==> src/rtl/irq_redir_pkg.sv <==
package irq_redir_pkg;

  localparam int unsigned HALF_W = 32;
  localparam int unsigned ENT_W  = 2 * HALF_W;

  typedef logic [ENT_W-1:0] rte_t;

  localparam rte_t RTE_RESET = 64'h0001_0000_0001_0000;

  // entry field positions
  localparam int unsigned RTE_VEC_LSB  = 0;
  localparam int unsigned RTE_VEC_W    = 8;
  localparam int unsigned RTE_MODE_LSB = 8;
  localparam int unsigned RTE_MODE_W   = 3;
  localparam int unsigned RTE_LOGICAL  = 11;
  localparam int unsigned RTE_LEVEL    = 15;
  localparam int unsigned RTE_MASK     = 16;
  localparam int unsigned RTE_DEST_LSB = 56;
  localparam int unsigned RTE_DEST_W   = 8;

  localparam logic [RTE_DEST_W-1:0] DEST_ALL = '1;

  typedef struct packed {
    logic [RTE_VEC_W-1:0]  vector;
    logic [RTE_DEST_W-1:0] dest;
    logic                  bcast;
  } dlv_t;

endpackage

==> src/rtl/irq_regfile.sv <==
module irq_regfile
  import irq_redir_pkg::*;
#(
  parameter int unsigned NUM_PINS  = 16,
  parameter int unsigned ADDR_W    = 8,
  parameter int unsigned SEL_OFS   = 'h00,
  parameter int unsigned WIN_OFS   = 'h10,
  parameter int unsigned TBL_BASE  = 'h10,
  parameter int unsigned ID_IDX    = 'h00,
  parameter int unsigned VER_IDX   = 'h01,
  parameter int unsigned VER_CODE  = 'h11,
  parameter int unsigned COUNT_LSB = 16,
  parameter int unsigned ID_LSB    = 24,
  parameter int unsigned ID_W      = 8
) (
  input  logic                       clk_i,
  input  logic                       rst_ni,
  input  logic                       bus_valid_i,
  input  logic                       bus_write_i,
  input  logic [ADDR_W-1:0]          bus_addr_i,
  input  logic [HALF_W/8-1:0]        bus_be_i,
  input  logic [HALF_W-1:0]          bus_wdata_i,
  output logic [HALF_W-1:0]          bus_rdata_o,
  output logic [HALF_W-1:0]          win_sel_o,
  input  logic [NUM_PINS-1:0]        pin_level_i,
  input  logic [NUM_PINS-1:0]        pend_set_i,
  output logic [NUM_PINS-1:0]        fire_ok_o,
  output logic [NUM_PINS-1:0]        hold_ok_o,
  output logic [NUM_PINS-1:0]        replay_o,
  output dlv_t [NUM_PINS-1:0]        dlv_info_o
);

  localparam int unsigned IDX_W = 8;
  localparam logic [HALF_W-1:0] VER_WORD =
    (HALF_W'(NUM_PINS) << COUNT_LSB) | HALF_W'(VER_CODE);

  logic [HALF_W-1:0]   sel_q;
  logic [ID_W-1:0]     id_q;
  rte_t [NUM_PINS-1:0] ent_q;
  logic [NUM_PINS-1:0] pend_q;
  logic [NUM_PINS-1:0] pend_clr;

  logic             acc_ok, sel_hit, win_hit, win_wr, win_rd;
  logic [IDX_W-1:0] idx;

  assign acc_ok  = bus_valid_i && (bus_be_i == '1);
  assign sel_hit = acc_ok && (bus_addr_i == ADDR_W'(SEL_OFS));
  assign win_hit = acc_ok && (bus_addr_i == ADDR_W'(WIN_OFS));
  assign win_wr  = win_hit && bus_write_i;
  assign win_rd  = win_hit && !bus_write_i;
  assign idx     = sel_q[IDX_W-1:0];
  assign win_sel_o = sel_q;

  always_ff @(posedge clk_i or negedge rst_ni) begin
    if (!rst_ni) begin
      sel_q <= '0;
      id_q  <= '0;
    end else begin
      if (sel_hit && bus_write_i) sel_q <= bus_wdata_i;
      if (win_wr && idx == IDX_W'(ID_IDX)) id_q <= bus_wdata_i[ID_LSB +: ID_W];
    end
  end

  for (genvar p = 0; p < NUM_PINS; p++) begin : g_ent
    localparam logic [IDX_W-1:0] LO_IDX = IDX_W'(TBL_BASE + 2 * p);
    localparam logic [IDX_W-1:0] HI_IDX = IDX_W'(TBL_BASE + 2 * p + 1);

    logic wr_lo, wr_hi, touched;
    rte_t ent_new;

    assign wr_lo   = win_wr && (idx == LO_IDX);
    assign wr_hi   = win_wr && (idx == HI_IDX);
    assign touched = wr_lo || wr_hi;
    assign ent_new = {wr_hi ? bus_wdata_i : ent_q[p][ENT_W-1:HALF_W],
                      wr_lo ? bus_wdata_i : ent_q[p][HALF_W-1:0]};

    assign pend_clr[p] = touched && pend_q[p] && !ent_new[RTE_MASK];
    // replay as a fresh rise, judged against the entry being written
    assign replay_o[p] = pend_clr[p] && pin_level_i[p] && !ent_new[RTE_LOGICAL] &&
                         (ent_new[RTE_MODE_LSB +: RTE_MODE_W] == '0);

    assign fire_ok_o[p] = !ent_q[p][RTE_MASK] && !ent_q[p][RTE_LOGICAL] &&
                          (ent_q[p][RTE_MODE_LSB +: RTE_MODE_W] == '0);
    assign hold_ok_o[p] = ent_q[p][RTE_MASK] && ent_q[p][RTE_LEVEL];

    assign dlv_info_o[p].vector = ent_q[p][RTE_VEC_LSB +: RTE_VEC_W];
    assign dlv_info_o[p].dest   = ent_q[p][RTE_DEST_LSB +: RTE_DEST_W];
    assign dlv_info_o[p].bcast  = (ent_q[p][RTE_DEST_LSB +: RTE_DEST_W] == DEST_ALL);

    always_ff @(posedge clk_i or negedge rst_ni) begin
      if (!rst_ni) begin
        ent_q[p]  <= RTE_RESET;
        pend_q[p] <= 1'b0;
      end else begin
        if (touched) ent_q[p] <= ent_new;
        pend_q[p] <= (pend_q[p] && !pend_clr[p]) || pend_set_i[p];
      end
    end
  end

  always_comb begin
    bus_rdata_o = '0;
    if (sel_hit && !bus_write_i) begin
      bus_rdata_o = sel_q;
    end else if (win_rd) begin
      if (idx == IDX_W'(ID_IDX)) begin
        bus_rdata_o = HALF_W'(id_q) << ID_LSB;
      end else if (idx == IDX_W'(VER_IDX)) begin
        bus_rdata_o = VER_WORD;
      end else begin
        for (int p = 0; p < NUM_PINS; p++) begin
          if (idx == IDX_W'(TBL_BASE + 2 * p))     bus_rdata_o = ent_q[p][HALF_W-1:0];
          if (idx == IDX_W'(TBL_BASE + 2 * p + 1)) bus_rdata_o = ent_q[p][ENT_W-1:HALF_W];
        end
      end
    end
  end

endmodule

==> src/rtl/irq_pin_detect.sv <==
module irq_pin_detect #(
  parameter int unsigned NUM_PINS = 16
) (
  input  logic                clk_i,
  input  logic                rst_ni,
  input  logic [NUM_PINS-1:0] pins_i,
  input  logic [NUM_PINS-1:0] fire_ok_i,
  input  logic [NUM_PINS-1:0] hold_ok_i,
  output logic [NUM_PINS-1:0] level_o,
  output logic [NUM_PINS-1:0] fire_o,
  output logic [NUM_PINS-1:0] hold_o
);

  logic [NUM_PINS-1:0] last_q;

  always_ff @(posedge clk_i or negedge rst_ni) begin
    if (!rst_ni) last_q <= '0;
    else         last_q <= pins_i;
  end

  for (genvar p = 0; p < NUM_PINS; p++) begin : g_pin
    logic rise;
    assign rise      = pins_i[p] && !last_q[p];
    assign fire_o[p] = rise && fire_ok_i[p];
    assign hold_o[p] = rise && hold_ok_i[p];
  end

  assign level_o = last_q;

endmodule

==> src/rtl/irq_dlv_queue.sv <==
module irq_dlv_queue
  import irq_redir_pkg::*;
#(
  parameter int unsigned NUM_PINS = 16,
  parameter int unsigned PIN_W    = (NUM_PINS > 1) ? $clog2(NUM_PINS) : 1
) (
  input  logic                clk_i,
  input  logic                rst_ni,
  input  logic [NUM_PINS-1:0] req_set_i,
  input  dlv_t [NUM_PINS-1:0] dlv_info_i,
  output logic                dlv_valid_o,
  input  logic                dlv_ready_i,
  output dlv_t                dlv_o,
  output logic [PIN_W-1:0]    dlv_pin_o
);

  logic [NUM_PINS-1:0] req_q, clr_mask;
  logic                out_v_q;
  dlv_t                out_q;
  logic [PIN_W-1:0]    out_pin_q;
  logic                found, take;
  logic [PIN_W-1:0]    pick;

  // lowest set bit wins
  always_comb begin
    found = 1'b0;
    pick  = '0;
    for (int i = NUM_PINS - 1; i >= 0; i--) begin
      if (req_q[i]) begin
        found = 1'b1;
        pick  = PIN_W'(i);
      end
    end
  end

  assign take     = found && (!out_v_q || dlv_ready_i);
  assign clr_mask = take ? (NUM_PINS'(1) << pick) : '0;

  always_ff @(posedge clk_i or negedge rst_ni) begin
    if (!rst_ni) begin
      req_q     <= '0;
      out_v_q   <= 1'b0;
      out_q     <= '0;
      out_pin_q <= '0;
    end else begin
      req_q <= (req_q & ~clr_mask) | req_set_i;
      if (take) begin
        out_v_q   <= 1'b1;
        out_q     <= dlv_info_i[pick];
        out_pin_q <= pick;
      end else if (dlv_ready_i) begin
        out_v_q <= 1'b0;
      end
    end
  end

  assign dlv_valid_o = out_v_q;
  assign dlv_o       = out_q;
  assign dlv_pin_o   = out_pin_q;

endmodule

==> src/rtl/irq_redirector.sv <==
module irq_redirector
  import irq_redir_pkg::*;
#(
  parameter int unsigned NUM_PINS = 16,
  parameter int unsigned ADDR_W   = 8,
  parameter int unsigned PIN_W    = (NUM_PINS > 1) ? $clog2(NUM_PINS) : 1
) (
  input  logic                clk_i,
  input  logic                rst_ni,
  input  logic                bus_valid_i,
  input  logic                bus_write_i,
  input  logic [ADDR_W-1:0]   bus_addr_i,
  input  logic [3:0]          bus_be_i,
  input  logic [31:0]         bus_wdata_i,
  output logic [31:0]         bus_rdata_o,
  input  logic [NUM_PINS-1:0] pins_i,
  output logic                dlv_valid_o,
  input  logic                dlv_ready_i,
  output logic [7:0]          dlv_vector_o,
  output logic [7:0]          dlv_dest_o,
  output logic                dlv_bcast_o,
  output logic [PIN_W-1:0]    dlv_pin_o
);

  logic [31:0]         win_sel;
  logic [NUM_PINS-1:0] level, fire, hold, replay, fire_ok, hold_ok;
  dlv_t [NUM_PINS-1:0] dlv_info;
  dlv_t                dlv;

  irq_regfile #(
    .NUM_PINS (NUM_PINS),
    .ADDR_W   (ADDR_W)
  ) u_regs (
    .clk_i       (clk_i),
    .rst_ni      (rst_ni),
    .bus_valid_i (bus_valid_i),
    .bus_write_i (bus_write_i),
    .bus_addr_i  (bus_addr_i),
    .bus_be_i    (bus_be_i),
    .bus_wdata_i (bus_wdata_i),
    .bus_rdata_o (bus_rdata_o),
    .win_sel_o   (win_sel),
    .pin_level_i (level),
    .pend_set_i  (hold),
    .fire_ok_o   (fire_ok),
    .hold_ok_o   (hold_ok),
    .replay_o    (replay),
    .dlv_info_o  (dlv_info)
  );

  irq_pin_detect #(
    .NUM_PINS (NUM_PINS)
  ) u_detect (
    .clk_i     (clk_i),
    .rst_ni    (rst_ni),
    .pins_i    (pins_i),
    .fire_ok_i (fire_ok),
    .hold_ok_i (hold_ok),
    .level_o   (level),
    .fire_o    (fire),
    .hold_o    (hold)
  );

  irq_dlv_queue #(
    .NUM_PINS (NUM_PINS),
    .PIN_W    (PIN_W)
  ) u_queue (
    .clk_i       (clk_i),
    .rst_ni      (rst_ni),
    .req_set_i   (fire | replay),
    .dlv_info_i  (dlv_info),
    .dlv_valid_o (dlv_valid_o),
    .dlv_ready_i (dlv_ready_i),
    .dlv_o       (dlv),
    .dlv_pin_o   (dlv_pin_o)
  );

  assign dlv_vector_o = dlv.vector;
  assign dlv_dest_o   = dlv.dest;
  assign dlv_bcast_o  = dlv.bcast;

endmodule

==> config.mk <==
export PLATFORM = sky130hd
export DESIGN_NAME = irq_redirector
export DESIGN_NICKNAME = d
export VERILOG_FILES = /design/src/rtl/irq_redir_pkg.sv /design/src/rtl/irq_regfile.sv /design/src/rtl/irq_pin_detect.sv /design/src/rtl/irq_dlv_queue.sv /design/src/rtl/irq_redirector.sv
export SDC_FILE = /design/constraint.sdc
export NUM_CORES = 2
export LEC_CHECK = 0
export ABC_AREA = 1
export CAP_MARGIN = 40
export CORE_UTILIZATION = 30
export CTS_BUF_LIST = sky130_fd_sc_hd__clkbuf_8
export DETAILED_ROUTE_END_ITERATION = 10
export GPL_TIMING_DRIVEN = 0
export HOLD_SLACK_MARGIN = 0.12
export SYNTH_ARGS = -nofsm -noshare
export SYNTH_HDL_FRONTEND = slang
export SYNTH_SLANG_ARGS = --single-unit
==> constraint.sdc <==
create_clock -name clk_i -period 3.9 [get_ports clk_i]
set_input_delay 0.585 -clock clk_i [delete_from_list [all_inputs] [get_ports clk_i]]
set_output_delay 0.585 -clock clk_i [all_outputs]
set_load 0.01 [all_outputs]
======== Word level (Yosys, flattened, before mapping) ========
Index checks and enable logic that the tools add are counted.
storage, ports and cells
  bits in registers ....................... 1134
  bits in latches ......................... 0
  memory bits (writable) .................. 0
  bits in read-only memories .............. 0
  input port bits ......................... 65
  output and inout bits ................... 54
  word-level logic and storage cells ...... 650
  memories kept ........................... 0
cells by class
  add/subtract/negate cells ............... 0
  $mul .................................... 0
  div/mod/pow operators ................... 0
  magnitude comparators ................... 1
  eq/ne operators ......................... 51
  shift operators ......................... 1
  muxes and demuxes ....................... 89
  bitwise logic cells ..................... 4
  reduce and logical (&&, ||, !) cells .... 431
operators by type and width
  operator                                                              number
  32-bit two-way mux                                                    36
  17-bit two-way mux                                                    17
  1-bit logical AND                                                     233
  8-bit by 5-bit == test with 1-bit output, second input constant       17
  8-bit by 6-bit == test with 1-bit output, second input constant       16
  8-bit == test, second input constant                                  16
  1-bit logical NOT                                                     98
  3-bit logical NOT                                                     32
  17-bit binary-select mux with 4-bit select                            1
  4-bit two-way mux                                                     16
  2-bit AND reduction                                                   32
  1-bit logical OR                                                      33
  16-bit bitwise OR                                                     2
  1-bit two-way mux                                                     18
  16-bit bitwise AND                                                    1
  8-bit logical NOT                                                     2
  16-bit two-way mux                                                    1
  16-bit NOT                                                            1
  1-bit by 4-bit left shift with 16-bit output, first input constant    1
  8-bit by 1-bit == test with 1-bit output, second input constant       1
  4-bit by 5-bit < comparator with 1-bit output, second input constant  1
  4-bit == test, second input constant                                  1
  2-bit nonzero test                                                    1

======== Logic depth before layout (Yosys ltp) ========
  depth after elaboration ................. 37
  depth in mapped cells ................... 28
  depth with buffers taken out ............ 27

======== Cells and area by module ========
Synthesis repeated with hierarchy kept, for this count alone.
second synthesis, totals
  cells, all modules ...................... 7288
  area, all modules ....................... 55924.9 um^2
modules (own cells, without submodules)
  module          times used  cells each  area each (um^2)  seq. area each (um^2)
  irq_regfile     1           6276        50277.0           27066.0
  irq_dlv_queue   1           852         4707.0            950.9
  irq_pin_detect  1           112         760.7             400.4
  irq_redirector  1           48          180.2             0.0

======== Worst setup path before layout ========
No wires, ideal clock.
  path type ............................... reg2out
  start ................................... register u_regs.sel_q[6], in the netlist u_regs.win_sel_o[6]
  end ..................................... output port bus_rdata_o[18]
  arrival ................................. 2.378 ns
  required time ........................... 3.315 ns
  slack ................................... 0.937 ns
  stages on the path, launching flop included .. 22
  buffers on the path ..................... 1
  cell sequence ........................... dfrtp_1 > nor2_1 > nand3_4 > nor2_4 > inv_2 > buf_6 > o22ai_1 > nand4_1 > nor2_1 > nand4_1 > nor2_1 > nand4_1 > nor2_1 > nand4_1 > nor2_1 > nand4_1 > nor2_1 > nand4_1 > nor2_1 > nand2_1 > o21ai_1 > nand2_1
on the way
  longest elaborated chain between the ends .. 37
  elaborated cells between the ends (all ways) .. 70
  classes of those cells .................. eq/ne (33); mux (36); reduce/logical (1)
ends and longest elaborated chain
  item                                      RTL line              text
  from (decl)                               irq_regfile.sv:37     logic [HALF_W-1:0] sel_q;
  from (signal assigned)                    irq_regfile.sv:59     if (sel_hit && bus_write_i) sel_q <= bus_wdata_i;
  8-bit by 5-bit == test with 1-bit output  irq_regfile.sv:112    if (idx == IDX_W'(TBL_BASE + 2 * p)) bus_rdata_o = ent_q[p][HALF_W-1:0];
  32-bit two-way mux                        irq_regfile.sv:112
  32-bit two-way mux                        irq_regfile.sv:113    if (idx == IDX_W'(TBL_BASE + 2 * p + 1)) bus_rdata_o = ent_q[p][ENT_W-1:HALF_W];
  32-bit two-way mux                        irq_regfile.sv:112
  32-bit two-way mux                        irq_regfile.sv:113
  32-bit two-way mux                        irq_regfile.sv:112
  32-bit two-way mux                        irq_regfile.sv:113
  32-bit two-way mux                        irq_regfile.sv:112
  [21 not listed]                           -
  32-bit two-way mux                        irq_regfile.sv:112
  32-bit two-way mux                        irq_regfile.sv:113
  32-bit two-way mux                        irq_regfile.sv:112
  32-bit two-way mux                        irq_regfile.sv:113
  32-bit two-way mux                        irq_regfile.sv:108    end else if (idx == IDX_W'(VER_IDX)) begin
  32-bit two-way mux (*)                    irq_regfile.sv:106    if (idx == IDX_W'(ID_IDX)) begin
  32-bit two-way mux (*)                    irq_regfile.sv:105    end else if (win_rd) begin
  32-bit two-way mux (*)                    irq_regfile.sv:103    if (sel_hit && !bus_write_i) begin
  to (decl)                                 irq_redirector.sv:15  output logic [31:0] bus_rdata_o,
Mark *: on every way between the ends. The rest lies on a longest branch, timed or not.

======== Worst setup path in the final report ========
Ends and elaborated chain as after synthesis.

==> run summary <==
Place
- **IO Port Bufs** 113
- **RD Place Congestion** 0.997
- **placed wire-length estimate after detailed placement** 197000 um
- **cell count after placement** 9119

Setup path
- **Required @ worst endpoint** 3310 ps
- **cells traversed along the worst timing path** nor2_4 -> nand3_4 -> buf_6 -> nor2_4 -> inv_4 -> buf_12 -> o22ai_4 -> nand4_1 -> nor2_2 -> nand4_1 -> nor2_4 -> nand4_1 -> nor2_2 -> nand4_1 -> nor2_2 -> nand4_1 -> nor2_2 -> nand4_1 -> nor2_1 -> nand2_2 -> o21ai_2 -> nand2_1 -> buf_2
- **arrival time of data at the critical path endpoint** 5730 ps
- **Critical Path Start Type** register
- **cell with the most instances on the worst path** sky130_fd_sc_hd__nand4_1
- **type of the worst setup path** register to primary output
- **Critical-path top delay cell** sky130_fd_sc_hd__dfrtp_2
- **crit-path max cell delay** 450 ps
- **Setup crit end kind** primary output
- **highest fanout seen on the critical path** 4

Synth
- **proportion of register bits with asynchronous set or reset after synthesis** 100%
- **Distinct cells, synth** 51
- **leading area contributor after synthesis** sky130_fd_sc_hd__dfrtp_1
- **cells taking the most area after synthesis** sky130_fd_sc_hd__dfrtp_1, sky130_fd_sc_hd__nand2_1, sky130_fd_sc_hd__o21ai_0
- **sequential cell area fraction in the yosys report** 54.3%
- **post-synthesis cell area** 0.0524 sq mm
- **main flop type after synthesis** sky130_fd_sc_hd__dfrtp_1
- **number of enable-type register cells in the synthesized netlist** 0
- **area share of the largest cell type after synthesis** 52.7%
- **Syn Nets** 6669
- **synthesized flop and latch total** 1134
- **synthesis warning total** 0
- **syn avg cell area** 7.93 sq um
- **synthesized netlist cell count** 6604

Floorplan
- **DIE WIDTH** 420 um
- **Site Rows** 152
- **count of pins on the block boundary** 119
- **Die Outline Area** 0.176 sq mm
- **height of the chip** 420 um
- **effective utilization at floorplan** 30.4%
- **core area** 0.172 sq mm

Global route
- **number of global-route vias before repair** 48800
- **antenna violations before repair** 19
- **gr ovfl total** 0
- **wire length of the first global-routing pass** 365000 um
- **aggregate global-route resource usage** 29.2%
- **pin count of the biggest net entering global routing** 165

STA
- **final hold vios** 0
- **unrepaired setup endpoints after global routing** yes
- **max-slew headroom at the worst pin** 28.0%
- **final critical-path setup slack** -2410 ps
- **number of setup violations in the final report** 32
- **measured slew at the worst slew-check pin** 1080 ps
- **final cycle utilization of the critical path** 162%
- **setup TNS after final layout** -61560 ps
- **Final Max Tran Viols** 0
- **maximum clock rate** 158 MHz
- **clock period minus final worst setup slack** 6310 ps
- **worst setup skew after layout** 51.9 ps

Clock tree
- **clock buffer depth** 3
- **clock tree from TritonCTS** yes
- **TritonCTS Buffers** 197
- **CTS clk-pin slew, worst paths** 60 ps
- **CTS HTree Levels** 4
- **number of sinks driven by the clock tree** 1134
- **clock insertion delay at the later pin of the skew report** 980 ps
- **Clock Root Buffer** sky130_fd_sc_hd__clkbuf_8

Detailed routing
- **Residual DRC** 0
- **vias after detailed routing** 52600
- **wire per inst** 27.1 um
- **number of DRC markers in iteration 0** 6891
- **Antenna Nets Post-Route** 0
- **Final Routed Wirelength** 260000 um
- **post-DR vias/cell** 5.47
- **drt pass-1 iters** 6

Final layout
- **number of nets in the finished design** 7181
- **top library cells by usage in the layout, fill and taps aside** sky130_fd_sc_hd__nand2_1, sky130_fd_sc_hd__o21ai_0, sky130_fd_sc_hd__dfrtp_1
- **P&R area growth vs syn** 23.9%
- **fraction of final layout cells sized beyond drive strength 1** 14.8%
- **commonest non-fill, non-tap cell in the layout** sky130_fd_sc_hd__nand2_1
- **final standard cell count with taps included and fillers excluded** 9610

Power
- **Switching Fraction** 31.7%
- **VDD IR max** 400 uV
- **power per unit of standard cell area** 431 mW/mm^2
- **part of the power in combinational logic** 15.3%
- **reported net switching power** 8.88 mW
- **static leakage power** 29.6 nW
- **clock network power share** 41.2%
- **Cell Int Power** 19.1 mW
- **share of power burned in registers** 43.4%

Status
- **failing checks** negative setup slack
- **result of the run** finished with violations

Run
- **max-capacitance violation count** 0

Hold path
- **class of the tightest hold or removal check** input pin to register

==> cell families (layout without fill, tap and decap cells) <==
group / after synthesis / in the layout / share of synthesized area, %
compound gates: 1393 / 1393 / 14.3
buf+inv: 942 / 1620 / 6.91
simple gates: 3135 / 3135 / 24.5
other cells: 0 / 18 / 0
flops: 1134 / 1134 / 54.3
==> power groups by stage <==
stage / Clock [mW] / Combinational (mW) / Sequential [mW]
finish: 11.5 / 4.28 / 12.2
global route: 12.1 / 4.29 / 12.1
CTS: 11.6 / 4.07 / 12.2
detailed placement: 0 / 4.03 / 12.4
global placement: 0 / 3.63 / 12.4
floorplan: 0 / 1.30 / 12.2
==> path summary, 6_finish.rpt <==
path                                startpoint                   to  slack, ps  cells after the start
setup / recovery           u_regs.win_sel_o[6]      bus_rdata_o[18]      -2410                     23
hold / removal                       pins_i[2]  u_detect.level_o[2]        180                      1
min in group asynchronous               rst_ni    u_regs.ent_q[906]        310                      2
max in group asynchronous               rst_ni    u_regs.ent_q[306]       1010                      5
setup reg to reg             u_queue.req_q[14]    u_queue.req_q[12]         10                     14
hold reg to reg              u_regs.ent_q[950]    u_regs.ent_q[950]        480                      2
==> Yosys cell counts (all sizes together) (32+ instances only) <==
master  instances
dfstp          32
or2            56
nand2        2181
dfrtp        1102
nor2          494
o21ai        1131
a221oi         47
nand4         204
nand3         134
buf            45
a21oi          81
inv           495
clkbuf        394
nor3           37
==> timing repair <==
item | in CTS | in global routing
hold buffers | 18 | 0
setup buffers | 56 | 35
endpoints found under the setup margin | 122 | 105
hold endpoints to repair | 168 | 0
pin swaps | 399 | 381
resized for setup | 584 | 151
gates cloned | 2 | 0
==> routing by layer <==
| metal | share of wire, % | track usage, % | routed length (um) |
|---|---|---|---|
| met5 | 0.12 | 0 | 317 |
| met4 | 6.6 | 17.3 | 17000 |
| met3 | 11 | 7.35 | 28300 |
| met2 | 42 | 41.8 | 109000 |
| met1 | 40 | 39.6 | 105000 |
==> critical path, delay by kind of cell (launching register included) <==
kind | cells | cell delay, ps
compound gates | 2 | 330
buf+inv | 4 | 500
flops | 1 | 450
simple gates | 17 | 3470
==> layout make-up <==
class	instances	area (sq um)
Fill cell	18000	108000
Sequential cell	1134	28400
Multi-Input combinational cell	4528	22100
Timing Repair Buffer	314	3480
Clock buffer	252	3470
Tap cell	2310	2890
Buffer	438	1960
Inverter	503	1930
Clock inverter	113	631
Antenna cell	18	45.0
==> sequential cells by signal, summed over array words and instances, names as in the netlist <==
| signal | count |
|---|---|
| u_regs.ent_q | 768 |
| u_queue.dlv_valid_o | 1 |
| u_regs.dlv_info_o | 256 |
| u_detect.level_o | 16 |
| u_queue.dlv_o | 17 |
| u_regs.id_q | 8 |
| u_queue.dlv_pin_o | 4 |
| u_regs.pend_q | 16 |
| u_queue.req_q | 16 |
| u_regs.win_sel_o | 32 |
==> metrics by stage <==
| step | total power [mW] | hold WS (ps) | utilization (%) | area [sq um] | setup slack [ps] |
|---|---|---|---|---|---|
| 5_1_grt | 28.5 | 169 | 37.6 | 64900 | -2380 |
| 4_1_cts | 27.8 | 130 | 37.2 | 64200 | -2420 |
| 3_3_place_gp | 16.1 | 459 | 32.7 | 56400 | -51090 |
| 3_5_place_dp | 16.4 | 466 | 33.5 | 57900 | -2500 |
| 2_1_floorplan | 13.5 | 289 | - | 52400 | 937 |
| 6_report | 28.0 | 178 | 37.6 | 64900 | -2410 |
(Power assumes the default switching activity.)
